$ cat src/rtl/imw_pkg.sv
package imw_pkg;
  localparam int DW    = 32;
  localparam int LANES = DW / 8;
  localparam int LW    = $clog2(LANES);

  typedef enum logic [1:0] {
    SZ_BYTE = 2'd0,
    SZ_HALF = 2'd1,
    SZ_WORD = 2'd2,
    SZ_WIDE = 2'd3
  } size_e;

  typedef struct packed {
    logic          addr_sel;
    logic          win_sel;
    logic          misalign;
    logic [LW-1:0] lane;
  } dec_t;
endpackage

$ cat src/rtl/imw_decode.sv
module imw_decode
  import imw_pkg::*;
#(
  parameter int REG_AW = 4
) (
  input  logic [REG_AW-1:0] host_addr_i,
  input  logic [1:0]        host_size_i,
  output dec_t              dec_o
);
  logic [REG_AW-3:0] reg_idx;
  logic [LW-1:0]     lane;

  assign reg_idx = host_addr_i[REG_AW-1:2];
  assign lane    = host_addr_i[LW-1:0];

  always_comb begin
    dec_o.addr_sel = (reg_idx == '0);
    dec_o.win_sel  = (reg_idx == (REG_AW-2)'(1));
    dec_o.lane     = lane;
    unique case (size_e'(host_size_i))
      SZ_BYTE: dec_o.misalign = 1'b0;
      SZ_HALF: dec_o.misalign = lane[0];
      default: dec_o.misalign = (lane != '0);
    endcase
    dec_o.misalign = dec_o.misalign & dec_o.win_sel;
  end
endmodule

$ cat src/rtl/imw_lane.sv
module imw_lane
  import imw_pkg::*;
(
  input  logic [1:0]    wr_size_i,
  input  logic [LW-1:0] wr_lane_i,
  input  logic [DW-1:0] host_wdata_i,
  output logic [LANES-1:0] be_o,
  output logic [DW-1:0] mem_wdata_o,
  input  logic [1:0]    rd_size_i,
  input  logic [LW-1:0] rd_lane_i,
  input  logic [DW-1:0] mem_rdata_i,
  output logic [DW-1:0] host_rdata_o
);
  // write side: one enable and one source byte per lane
  for (genvar i = 0; i < LANES; i++) begin : g_lane
    always_comb begin
      unique case (size_e'(wr_size_i))
        SZ_BYTE: begin
          be_o[i] = (wr_lane_i == LW'(i));
          mem_wdata_o[8*i +: 8] = host_wdata_i[7:0];
        end
        SZ_HALF: begin
          be_o[i] = (wr_lane_i[LW-1] == i[1]);
          mem_wdata_o[8*i +: 8] = host_wdata_i[8*(i%2) +: 8];
        end
        default: begin
          be_o[i] = 1'b1;
          mem_wdata_o[8*i +: 8] = host_wdata_i[8*i +: 8];
        end
      endcase
    end
  end

  // read side: shift selected lane down, zero-extend
  logic [DW-1:0] shifted;
  assign shifted = mem_rdata_i >> (8 * rd_lane_i);

  always_comb begin
    unique case (size_e'(rd_size_i))
      SZ_BYTE: host_rdata_o = {{(DW-8){1'b0}},  shifted[7:0]};
      SZ_HALF: host_rdata_o = {{(DW-16){1'b0}}, shifted[15:0]};
      default: host_rdata_o = mem_rdata_i;
    endcase
  end
endmodule

$ cat src/rtl/indirect_mem_window.sv
module indirect_mem_window
  import imw_pkg::*;
#(
  parameter int REG_AW = 4,
  parameter int MEM_AW = 16
) (
  input  logic              clk_i,
  input  logic              rst_ni,
  input  logic              host_req_i,
  input  logic              host_we_i,
  input  logic [REG_AW-1:0] host_addr_i,
  input  logic [1:0]        host_size_i,
  input  logic [31:0]       host_wdata_i,
  output logic [31:0]       host_rdata_o,
  output logic              host_ready_o,
  output logic              err_o,
  output logic              mem_req_o,
  output logic              mem_we_o,
  output logic [MEM_AW-1:0] mem_addr_o,
  output logic [3:0]        mem_be_o,
  output logic [31:0]       mem_wdata_o,
  input  logic [31:0]       mem_rdata_i
);
  dec_t          dec;
  logic [DW-1:0] addr_q;
  logic          err_q;
  logic          rd_pend_q;
  logic [LW-1:0] rd_lane_q;
  logic [1:0]    rd_size_q;
  logic          win_go;
  logic          win_rd;
  logic [DW-1:0] lane_rdata;

  imw_decode #(.REG_AW(REG_AW)) u_decode (
    .host_addr_i (host_addr_i),
    .host_size_i (host_size_i),
    .dec_o       (dec)
  );

  imw_lane u_lane (
    .wr_size_i    (host_size_i),
    .wr_lane_i    (dec.lane),
    .host_wdata_i (host_wdata_i),
    .be_o         (mem_be_o),
    .mem_wdata_o  (mem_wdata_o),
    .rd_size_i    (rd_size_q),
    .rd_lane_i    (rd_lane_q),
    .mem_rdata_i  (mem_rdata_i),
    .host_rdata_o (lane_rdata)
  );

  // the held request is not reissued while its read data returns
  assign win_go = host_req_i & dec.win_sel & ~dec.misalign & ~rd_pend_q;
  assign win_rd = win_go & ~host_we_i;

  assign mem_req_o    = win_go;
  assign mem_we_o     = host_we_i;
  assign mem_addr_o   = addr_q[MEM_AW+1:2];
  assign host_ready_o = rd_pend_q | ~win_rd;
  assign err_o        = err_q;

  always_comb begin
    if (rd_pend_q)                                 host_rdata_o = lane_rdata;
    else if (host_req_i & dec.addr_sel & ~host_we_i) host_rdata_o = addr_q;
    else                                           host_rdata_o = '0;
  end

  always_ff @(posedge clk_i or negedge rst_ni) begin
    if (!rst_ni) begin
      addr_q    <= '0;
      err_q     <= 1'b0;
      rd_pend_q <= 1'b0;
      rd_lane_q <= '0;
      rd_size_q <= '0;
    end else begin
      if (host_req_i & host_we_i & dec.addr_sel) addr_q <= host_wdata_i;
      if (host_req_i & dec.misalign)             err_q  <= 1'b1;
      rd_pend_q <= win_rd;
      if (win_rd) begin
        rd_lane_q <= dec.lane;
        rd_size_q <= host_size_i;
      end
    end
  end
endmodule

$ cat config.mk
export PLATFORM = sky130hd
export DESIGN_NAME = indirect_mem_window
export DESIGN_NICKNAME = d
export VERILOG_FILES = /design/src/rtl/imw_pkg.sv /design/src/rtl/imw_decode.sv /design/src/rtl/imw_lane.sv /design/src/rtl/indirect_mem_window.sv
export SDC_FILE = /design/constraint.sdc
export NUM_CORES = 1
export LEC_CHECK = 0
export BUFFER_PORTS_ARGS = -buffer_cell sky130_fd_sc_hd__clkbuf_2
export CAP_MARGIN = 5
export CELL_PAD_IN_SITES_DETAIL_PLACEMENT = 0
export CELL_PAD_IN_SITES_GLOBAL_PLACEMENT = 2
export CORE_AREA = 2 2 115 106
export DETAILED_ROUTE_END_ITERATION = 10
export DIE_AREA = 0 0 117 108
export PLACE_DENSITY_LB_ADDON = 0.1
export SLEW_MARGIN = 40
export SYNTH_ARGS = -nofsm -noshare
export SYNTH_HDL_FRONTEND = slang
export SYNTH_SLANG_ARGS = --single-unit
$ cat constraint.sdc
create_clock -name clk_i -period 2 [get_ports clk_i]
set_input_delay 0.4 -clock clk_i [delete_from_list [all_inputs] [get_ports clk_i]]
set_output_delay 0.4 -clock clk_i [all_outputs]
set_load 0.01 [all_outputs]
==> metrics.cfg, run 1 <==
[synthesis]
yosys-top-cells-area=dfrtp_1 34%, mux2_1 12%, mux2_2 10%, buf_4 7.5%, a22o_1 7.2%
synthFlopType=dfrtp_1
seq_area_frac_synth=0.338
synthCells=259
synth_commonest_cells=38 x dfrtp_1, 30 x mux2_1, 28 x buf_4
synth.largest_area_cell=dfrtp_1
synth_edf_count=0
syn_nets=333
avgSynthCellArea_um2=10.9
async_flop_share=1.00
synth_area_um2=2820
ys_warn_count=0
synth_most_common_cell=dfrtp_1
ys_types=33
ys_ff_latch=38
synth.top_cell.area_share=0.338

[floorplanning]
rows=37
core_area_um2=11300
die_w_um=117
die_h_um=108
die-area_um2=12600
io_pins=162
initial_utilization=0.248

[critical_path]
crit_arrival_ns=1.80
path_class=reg2out
critPathLaunchType=flop
critPathRequiredTime_ns=1.60
worstPathMaxFanout=4
end_kind=output port

[clock_tree]
cts_buffers=5
cts.sinks=38
clk-insertion-delay-late_ns=0.28
holdBufCountCts=0
clkSlewWorstSetupHoldPaths_ns=0.06
htreeDepth=2
cts_tree=yes
clk_root_buffer_cell=clkbuf_16
cts_max_path_buffers=2

[layout]
drive_above_1_share=0.621
nets=487
seq_area_um2=955
nFillCells=1185
antenna_cells=0
area_growth_syn_to_layout_pct=47.8
design_area_um2=4160
multi_input_area_um2=1690

[sta]
worst_slew_pin_slew_ns=0.628
hold_violations=0
slew_headroom=0.581
post-route-min-period_ns=2.20
finalCritPeriodShare=1.10
clock_skew_ns=0.000985
setup_ws_ns=-0.203
rsz0062_at_grt=true
timing.fmax_mhz=454
final-max-slew-violation-count=0
setup_violations=14

[run_status]
violations=negative setup slack
status=finished with violations

[power]
p_leak_nw=2.08
pwr_density_cell_nw_per_um2=736
vdd_drop_max_uv=307

[placement]
dp_hpwl_mm=7.90
preCtsSetupSlack_ns=-0.0190
gp_congestion=0.723
port_buffers=161
placed_area_um2=3700

[global_route]
gr-total-overflow=0
grt_pass1_wl_mm=15.8
grt_max_degree=33
grt_usage=0.169
antenna_found_initial=0
grt_pass1_vias=2678

[routing]
first_pass_iters=4
vias=2706
drtIter0Drc=112
antenna_left=0
drt_wl_total_mm=11.0
drc=0
wl_per_cell_um=19.3
via_per_inst=4.75

[job]
drv_cap=0

[min_path]
hold_class=in2async

==> critical path: stages (launching register included) <==
cell     delay, ns
dfrtp_2       0.45
buf_6         0.15
mux2_4        0.30
a22o_1        0.18
a221o_1       0.31
buf_2         0.15
==> where the power goes <==
group          internal [mW]  leakage [nW]  switching (mW)  total [mW]
clock network          0.495        0.0739           0.313       0.808
registers              0.937         0.452           0.126        1.06
logic                  0.611          1.56           0.581        1.19
total                   2.04          2.08            1.02        3.06
==> state kept, by name (all words and copies together), names as in the netlist <==
name	cells
addr_q	32
rd_size_q	2
rd_lane_q	2
err_o	1
rd_pend_q	1
==> area by class of cell <==
class / instances / share of cell area
Timing Repair Buffer: 192 / 0.278
Multi-Input combinational cell: 173 / 0.407
Clock inverter: 1 / 0.00120
Clock buffer: 7 / 0.0343
Tap cell: 156 / 0.0469
Sequential cell: 38 / 0.229
Inverter: 3 / 0.00271
==> metal layers <==
layer  routed length, um  GRT usage
met2                5110      0.264
met3                 657     0.0353
met1                5160      0.242
met5                   0          0
met4                  48     0.0328
==> cells by family after synthesis <==
kind of cell           after synthesis  share of synthesized area
DFF                                 38                      0.338
and+or+nand+nor                     33                     0.0751
muxes                               69                      0.277
AOI/OAI and AO/OA                   71                      0.202
buffers and inverters               48                      0.108
==> placed cells by master, fill, tap and decap left out, types with 4 or more instances in the layout <==
cell type / instances
o21bai_1: 4
o21ai_2: 7
o2bb2ai_1: 6
dfrtp_1: 35
o21ai_0: 8
clkbuf_2: 153
mux2_1: 30
a22o_1: 23
and3_1: 8
buf_2: 8
nand2_1: 8
a221o_1: 8
buf_4: 19
o32ai_2: 4
buf_6: 5
clkbuf_16: 7
mux2_2: 23
mux2i_1: 9
mux2_4: 7
==> path summary, 6_finish.rpt <==
path	from	to	slack, ns	cells past startpoint
max	rd_lane_q[1]	host_rdata_o[14]	-0.20	5
max reg2reg	rd_pend_q	rd_lane_q[1]	0.46	5
min in group clk_i	host_wdata_i[20]	addr_q[20]	0.35	2
min	rst_ni	err_o	0.12	1
max in group asynchronous	rst_ni	addr_q[2]	1.18	2
min reg2reg	err_o	err_o	0.47	1
==> metrics by stage <==
step	setup TNS, ns	std cells	utilization	power (mW)	hold slack, ns
floorplan	0	259	-	1.70	0.104
detailed placement	-0.0960	548	0.326	2.09	0.447
global route	-2.58	570	0.367	3.25	0.180
CTS	-2.47	560	0.348	2.97	0.149
finish	-1.56	570	0.367	3.06	0.124
global placement	-0.220	548	0.326	2.08	0.447
==> timing repair <==
| action | in CTS | in global routing |
|---|---|---|
| buffers inserted | 3 | 8 |
| pin swaps | 13 | 8 |
| endpoints found under the setup margin | 32 | 32 |
| resized for setup | 17 | 38 |
| cloned | 1 | 2 |
(Power assumes the default switching activity.)
==> inputs of run 2 (changes only) <==
--- a/config.mk
+++ b/config.mk
@@ -5,7 +5,7 @@
 export SDC_FILE = /design/constraint.sdc
 export NUM_CORES = 1
 export LEC_CHECK = 0
-export BUFFER_PORTS_ARGS = -buffer_cell sky130_fd_sc_hd__clkbuf_2
+export BUFFER_PORTS_ARGS = -buffer_cell sky130_fd_sc_hd__buf_4
 export CAP_MARGIN = 5
 export CELL_PAD_IN_SITES_DETAIL_PLACEMENT = 0
 export CELL_PAD_IN_SITES_GLOBAL_PLACEMENT = 2
==> run 2 against run 1 <==
Compared with the run above: the flow still finishes with violations (negative setup slack); sequential power barely moved; utilization increased by 2.3 points; via count is 1.7% lower; largest cell class unchanged; first-iteration DRC count fell by 7.1%; global-route usage up 0.25 points; count of clock-buffer cells in the layout is the same; register-to-register slack improved by 0.18 ns; critical endpoint unchanged.
==> metrics.cfg, run 2 (synthesis results as in run 1) <==
[power]
pwr_density_cell_nw_per_um2=675  ; -8.4%
p_leak_nw=2.11  ; +1.2%
vdd_drop_max_uv=297  ; -3.1%

[floorplanning]
die_h_um=108  ; unchanged
rows=37  ; unchanged
die_w_um=117  ; unchanged
core_area_um2=11300  ; unchanged
die-area_um2=12600  ; unchanged
initial_utilization=0.248  ; unchanged
io_pins=162  ; unchanged

[global_route]
grt_usage=0.171  ; +0.00246
gr-total-overflow=0  ; unchanged
grt_pass1_vias=2741  ; +2.4%
grt_pass1_wl_mm=16.0  ; +1.3%
antenna_found_initial=0  ; unchanged
grt_max_degree=39  ; +18%

[routing]
drt_wl_total_mm=10.9  ; -0.43%
first_pass_iters=4  ; unchanged
drc=0  ; unchanged
drtIter0Drc=104  ; -7.1%
vias=2659  ; -1.7%
wl_per_cell_um=19.4  ; +0.81%
antenna_left=0  ; unchanged
via_per_inst=4.72  ; -0.52%

[clock_tree]
holdBufCountCts=0  ; unchanged
clk-insertion-delay-late_ns=0.28  ; about the same
htreeDepth=2  ; unchanged
cts_max_path_buffers=2  ; unchanged
cts_tree=yes
cts.sinks=38  ; unchanged
clk_root_buffer_cell=clkbuf_16
clkSlewWorstSetupHoldPaths_ns=0.05  ; about the same
cts_buffers=5  ; unchanged

[placement]
dp_hpwl_mm=7.89  ; -0.16%
gp_congestion=0.713  ; -1.3%
port_buffers=161  ; unchanged
placed_area_um2=4110  ; +11%
preCtsSetupSlack_ns=-0.0319  ; -0.0129 ns

[layout]
antenna_cells=0  ; unchanged
design_area_um2=4420  ; +6.2%
top_regs=addr_q x32, rd_lane_q x2, rd_size_q x2
layout.cells.most_common_list=168 x buf_4, 35 x dfrtp_1, 30 x mux2_1
largest_reg_flops=32  ; unchanged
top_register=addr_q
nets=481  ; -1.2%
final_common_cell=buf_4
drive_above_1_share=0.572  ; -0.0483
area_growth_syn_to_layout_pct=56.9

[critical_path]
path_class=reg2out
worstPathMaxFanout=7  ; +3
cp.depth=5  ; unchanged
r2r-start=rd_pend_q
crit_arrival_ns=1.83  ; +0.03 ns
critical_path_buf_inv_count=2  ; unchanged
cp_slowest_cell=dfrtp_2
end_kind=output port
cp_slowest_stage_delay_ns=0.45  ; about the same
crit_start=rd_lane_q[1]
cp_cell_sequence=buf_12 -> mux2_4 -> a22o_1 -> a221o_1 -> buf_6
critPathLaunchType=flop
critPathRequiredTime_ns=1.60  ; about the same
ff2ff_path_depth=4  ; -1
critPathTopFamily=compound AO/OA/AOI/OAI gates

[sta]
setup_ws_ns=-0.230  ; -0.0265 ns
slew_headroom=0.653  ; +0.0721
hold_violations=0  ; unchanged
timing.fmax_mhz=449  ; -1.2%
rsz0062_at_grt=true
finalCritPeriodShare=1.11  ; +0.0133
post-route-min-period_ns=2.23  ; +0.0265 ns
worst_slew_pin_slew_ns=0.520  ; -0.108 ns
clock_skew_ns=0.000693  ; -0.000292 ns
setup_violations=20  ; +6
final-max-slew-violation-count=0  ; unchanged

[job]
drv_cap=0  ; unchanged

[run_status]
status=finished with violations
violations=negative setup slack

[min_path]
hold_class=in2async

-- run 2: cell types whose count changed in the layout (fill, tap and decap cells not counted), moves of 7 or more --
| cell | change |
|---|---|
| buf_6 | +7 |
| o21ai_2 | -7 |
| clkbuf_2 | -153 |
| buf_2 | -8 |
| o21ai_0 | +7 |
| buf_4 | +149 |
-- run 2: metrics by stage --
stage | instances | util | hold WS [ns] | setup TNS [ns] | total power [mW]
finish | 563 | 0.389 | 0.0959 | -2.47 | 2.98
global route | 563 | 0.389 | 0.127 | -5.14 | 3.16
CTS | 561 | 0.384 | 0.122 | -2.57 | 3.02
detailed placement | 549 | 0.362 | 0.421 | -0.0582 | 2.21
global placement | 549 | 0.362 | 0.420 | -0.00379 | 2.20
floorplan | 259 | - | 0.104 | 0 | 1.70
-- run 2: power by group --
part           leakage, nW  internal (mW)  switching, mW
logic                 1.59          0.636          0.518
clock network       0.0640          0.456          0.304
registers            0.452          0.937          0.129
total                 2.11           2.03          0.951
-- run 2: final timing paths --
path	slack (ns)	endpoint
hold / removal	0.1	err_o
setup reg to reg	0.64	rd_lane_q[0]
setup / recovery	-0.23	host_rdata_o[14]
max in group asynchronous	1.52	rd_pend_q
min in group clk_i	0.34	addr_q[16]
hold reg to reg	0.46	err_o
-- run 2: final cells by class --
class / count / area [um^2]
clock buffer: 7 / 133
fill: 1151 / 6930
inverter: 3 / 11.3
multi-input combinational: 173 / 1590
sequential: 38 / 955
tap: 156 / 195
timing repair buffer: 186 / 1530
-- run 2: routing by layer --
layer,global-route usage,vias to the layer above,share of wire
li1,-,1258,-
met1,0.228,1303,0.45
met2,0.280,94,0.47
met3,0.0476,4,0.072
met4,0.0328,0,0.0045
met5,0,-,0
-- run 2: what timing repair did --
| item | CTS | global route |
|---|---|---|
| cloned | 1 | 2 |
| endpoints found under the setup margin | 32 | 32 |
| pin swaps | 8 | 3 |
| gates resized for setup | 19 | 3 |
| setup buffers | 4 | 0 |
==> inputs of run 3 (changes only) <==
--- a/config.mk
+++ b/config.mk
@@ -7,12 +7,10 @@
 export LEC_CHECK = 0
 export BUFFER_PORTS_ARGS = -buffer_cell sky130_fd_sc_hd__buf_4
 export CAP_MARGIN = 5
-export CELL_PAD_IN_SITES_DETAIL_PLACEMENT = 0
-export CELL_PAD_IN_SITES_GLOBAL_PLACEMENT = 2
-export CORE_AREA = 2 2 115 106
+export CORE_AREA = 2 2 87 81
 export DETAILED_ROUTE_END_ITERATION = 10
-export DIE_AREA = 0 0 117 108
-export PLACE_DENSITY_LB_ADDON = 0.1
+export DIE_AREA = 0 0 89 83
+export PLACE_DENSITY = 0.8
 export SLEW_MARGIN = 40
 export SYNTH_ARGS = -nofsm -noshare
 export SYNTH_HDL_FRONTEND = slang
==> run 3 against run 2 <==
Compared with the run above: the flow still finishes with violations (negative setup slack); fmax rose by 1.0%; clock skew up 0.0025 ns; largest cell class unchanged; total power fell by 6.6%; final cell count is 12% lower; cell area is 3.1% lower; largest power group unchanged.
==> metrics.cfg, run 3 (synthesis results as in run 1) <==
[routing]
wl_per_cell_um=19.5  ; +0.45%
drtIter0Drc=115  ; +11%
via_per_inst=5.50  ; +16%
vias=2717  ; +2.2%
wl_met1_mm=4.14  ; -17%
antenna_left=0  ; unchanged
routed-wl-met3_um=715  ; -9.3%
routed-wl-met2_mm=4.60  ; -10%
drt_wl_total_mm=9.63  ; -12%
highest_layer=met4
drc=0  ; unchanged
first_pass_iters=4  ; unchanged

[layout]
nFillCells=568  ; -51%
largest_reg_flops=32  ; unchanged
multi_input_area_um2=1680  ; +5.5%
antenna_cells=0  ; unchanged
design_area_um2=4280  ; -3.1%
drive_above_1_share=0.597  ; +0.0241
area_growth_syn_to_layout_pct=52.0
top_register=addr_q
nets=478  ; -0.62%
top_regs=addr_q x32, rd_lane_q x2, rd_size_q x2
layout.cells.most_common_list=167 x buf_4, 37 x dfrtp_1, 30 x mux2_1
final_common_cell=buf_4
seq_area_um2=952  ; -0.26%
final_cell_count_no_fill=494  ; -12%

[floorplanning]
rows=28  ; -24%
core_area_um2=6450  ; -43%
die_w_um=89  ; -24%
io_pins=162  ; unchanged
die-area_um2=7390  ; -42%
die_h_um=83  ; -23%
initial_utilization=0.437  ; +0.189

[run_status]
status=finished with violations
violations=negative setup slack

[power]
power.total_mw=2.78  ; -6.6%
vdd_drop_max_uv=361  ; +21%
pwr_density_cell_nw_per_um2=650  ; -3.6%
p_leak_nw=2.08  ; -1.3%

[placement]
placed_area_um2=3980  ; -3.2%
gp_congestion=0.822  ; +15%
placed_cells=480  ; -13%
port_buffers=161  ; unchanged
dp_hpwl_mm=7.12  ; -9.7%

[critical_path]
crit_arrival_ns=1.81  ; -0.02 ns
cp_cell_sequence=buf_6 -> mux2_4 -> a22o_1 -> a221o_1 -> buf_6
worstPathMaxFanout=5  ; -2
critical_path_buf_inv_count=2  ; unchanged
end_kind=output port
cp_slowest_stage_delay_ns=0.41  ; -0.04 ns
critPathTopFamily=compound AO/OA/AOI/OAI gates
rrSetupSlack_ns=0.59  ; -0.05 ns
critPathLaunchType=flop
cp_slowest_cell=dfrtp_1
path_common_cell=buf_6
path_class=reg2out
critPathRequiredTime_ns=1.60  ; about the same

[sta]
timing.fmax_mhz=453  ; +1.0%
final-max-slew-violation-count=0  ; unchanged
worst_slew_pin_slew_ns=0.520  ; -0.000321 ns
setup_violations=10  ; -50%
whs_ns=0.0855  ; -0.0105 ns
setup-tns-final_ns=-1.52  ; +0.949 ns
hold_violations=0  ; unchanged
rsz0062_at_grt=true
setup_ws_ns=-0.207  ; +0.0222 ns
slew_headroom=0.654  ; about the same
clock_skew_ns=0.00315  ; +0.00246 ns
post-route-min-period_ns=2.21  ; -0.0222 ns
finalCritPeriodShare=1.10  ; -0.0111

[clock_tree]
cts_max_path_buffers=2  ; unchanged
clk-insertion-delay-late_ns=0.28  ; about the same
clkSlewWorstSetupHoldPaths_ns=0.08  ; +0.03 ns
cts.sinks=38  ; unchanged
cts_buffers=5  ; unchanged
cts_tree=yes
clk_root_buffer_cell=clkbuf_8
htreeDepth=2  ; unchanged

[global_route]
grt_pass1_vias=2813  ; +2.6%
grt_usage=0.260  ; +0.0883
antenna_found_initial=0  ; unchanged
grt_pass1_wl_mm=14.9  ; -7.0%
grt_max_degree=39  ; unchanged
gr-total-overflow=0  ; unchanged

[min_path]
hold_class=in2async

[job]
drv_cap=0  ; unchanged

## run 3: changes by cell type in the layout (fill, tap and decap cells not counted), sizes merged
cell	change
buf	-1
clkbuf	-2
## run 3: where the power goes
group | leakage (nW) | total, mW | switching, mW | internal [mW]
registers | 0.454 | 1.06 | 0.131 | 0.933
clock network | 0.0383 | 0.506 | 0.265 | 0.241
logic | 1.59 | 1.21 | 0.554 | 0.659
## run 3: final timing paths
kind | from | end | depth (start not counted)
max | rd_lane_q[1] | host_rdata_o[14] | 5
min | rst_ni | addr_q[15] | 1
min reg2reg | err_o | err_o | 1
min in group clk_i | host_wdata_i[26] | addr_q[26] | 2
max reg2reg | rd_pend_q | rd_lane_q[1] | 4
max in group asynchronous | rst_ni | rd_pend_q | 1
## run 3: final cells by class
class / instances / area share
Clock buffer: 7 / 0.0178
Multi-Input combinational cell: 173 / 0.392
Timing Repair Buffer: 183 / 0.339
Inverter: 3 / 0.00263
Tap cell: 90 / 0.0263
Sequential cell: 38 / 0.223
## run 3: timing repair
action | CTS | global route
pin swaps | 10 | 0
endpoints found under the hold margin | 0 | 0
cloned | 2 | 0
setup buffers | 4 | 2
endpoints found under the setup margin | 32 | 32
hold buffers | 0 | 0
resized for setup | 32 | 19
## run 3: metrics by stage
stage | setup slack [ns] | util
final | -0.207 | 0.664
after global routing | -0.267 | 0.664
after CTS | -0.188 | 0.650
after detailed placement | -0.0241 | 0.617
after global placement | 0.0246 | 0.617
after floorplan | 0.216 | -
## run 3: per-layer routing
| metal | track usage | up-vias |
|---|---|---|
| met2 | 0.428 | 121 |
| li1 | - | 1253 |
| met3 | 0.0636 | 14 |
| met5 | 0 | - |
| met1 | 0.345 | 1329 |
| met4 | 0.0516 | 0 |
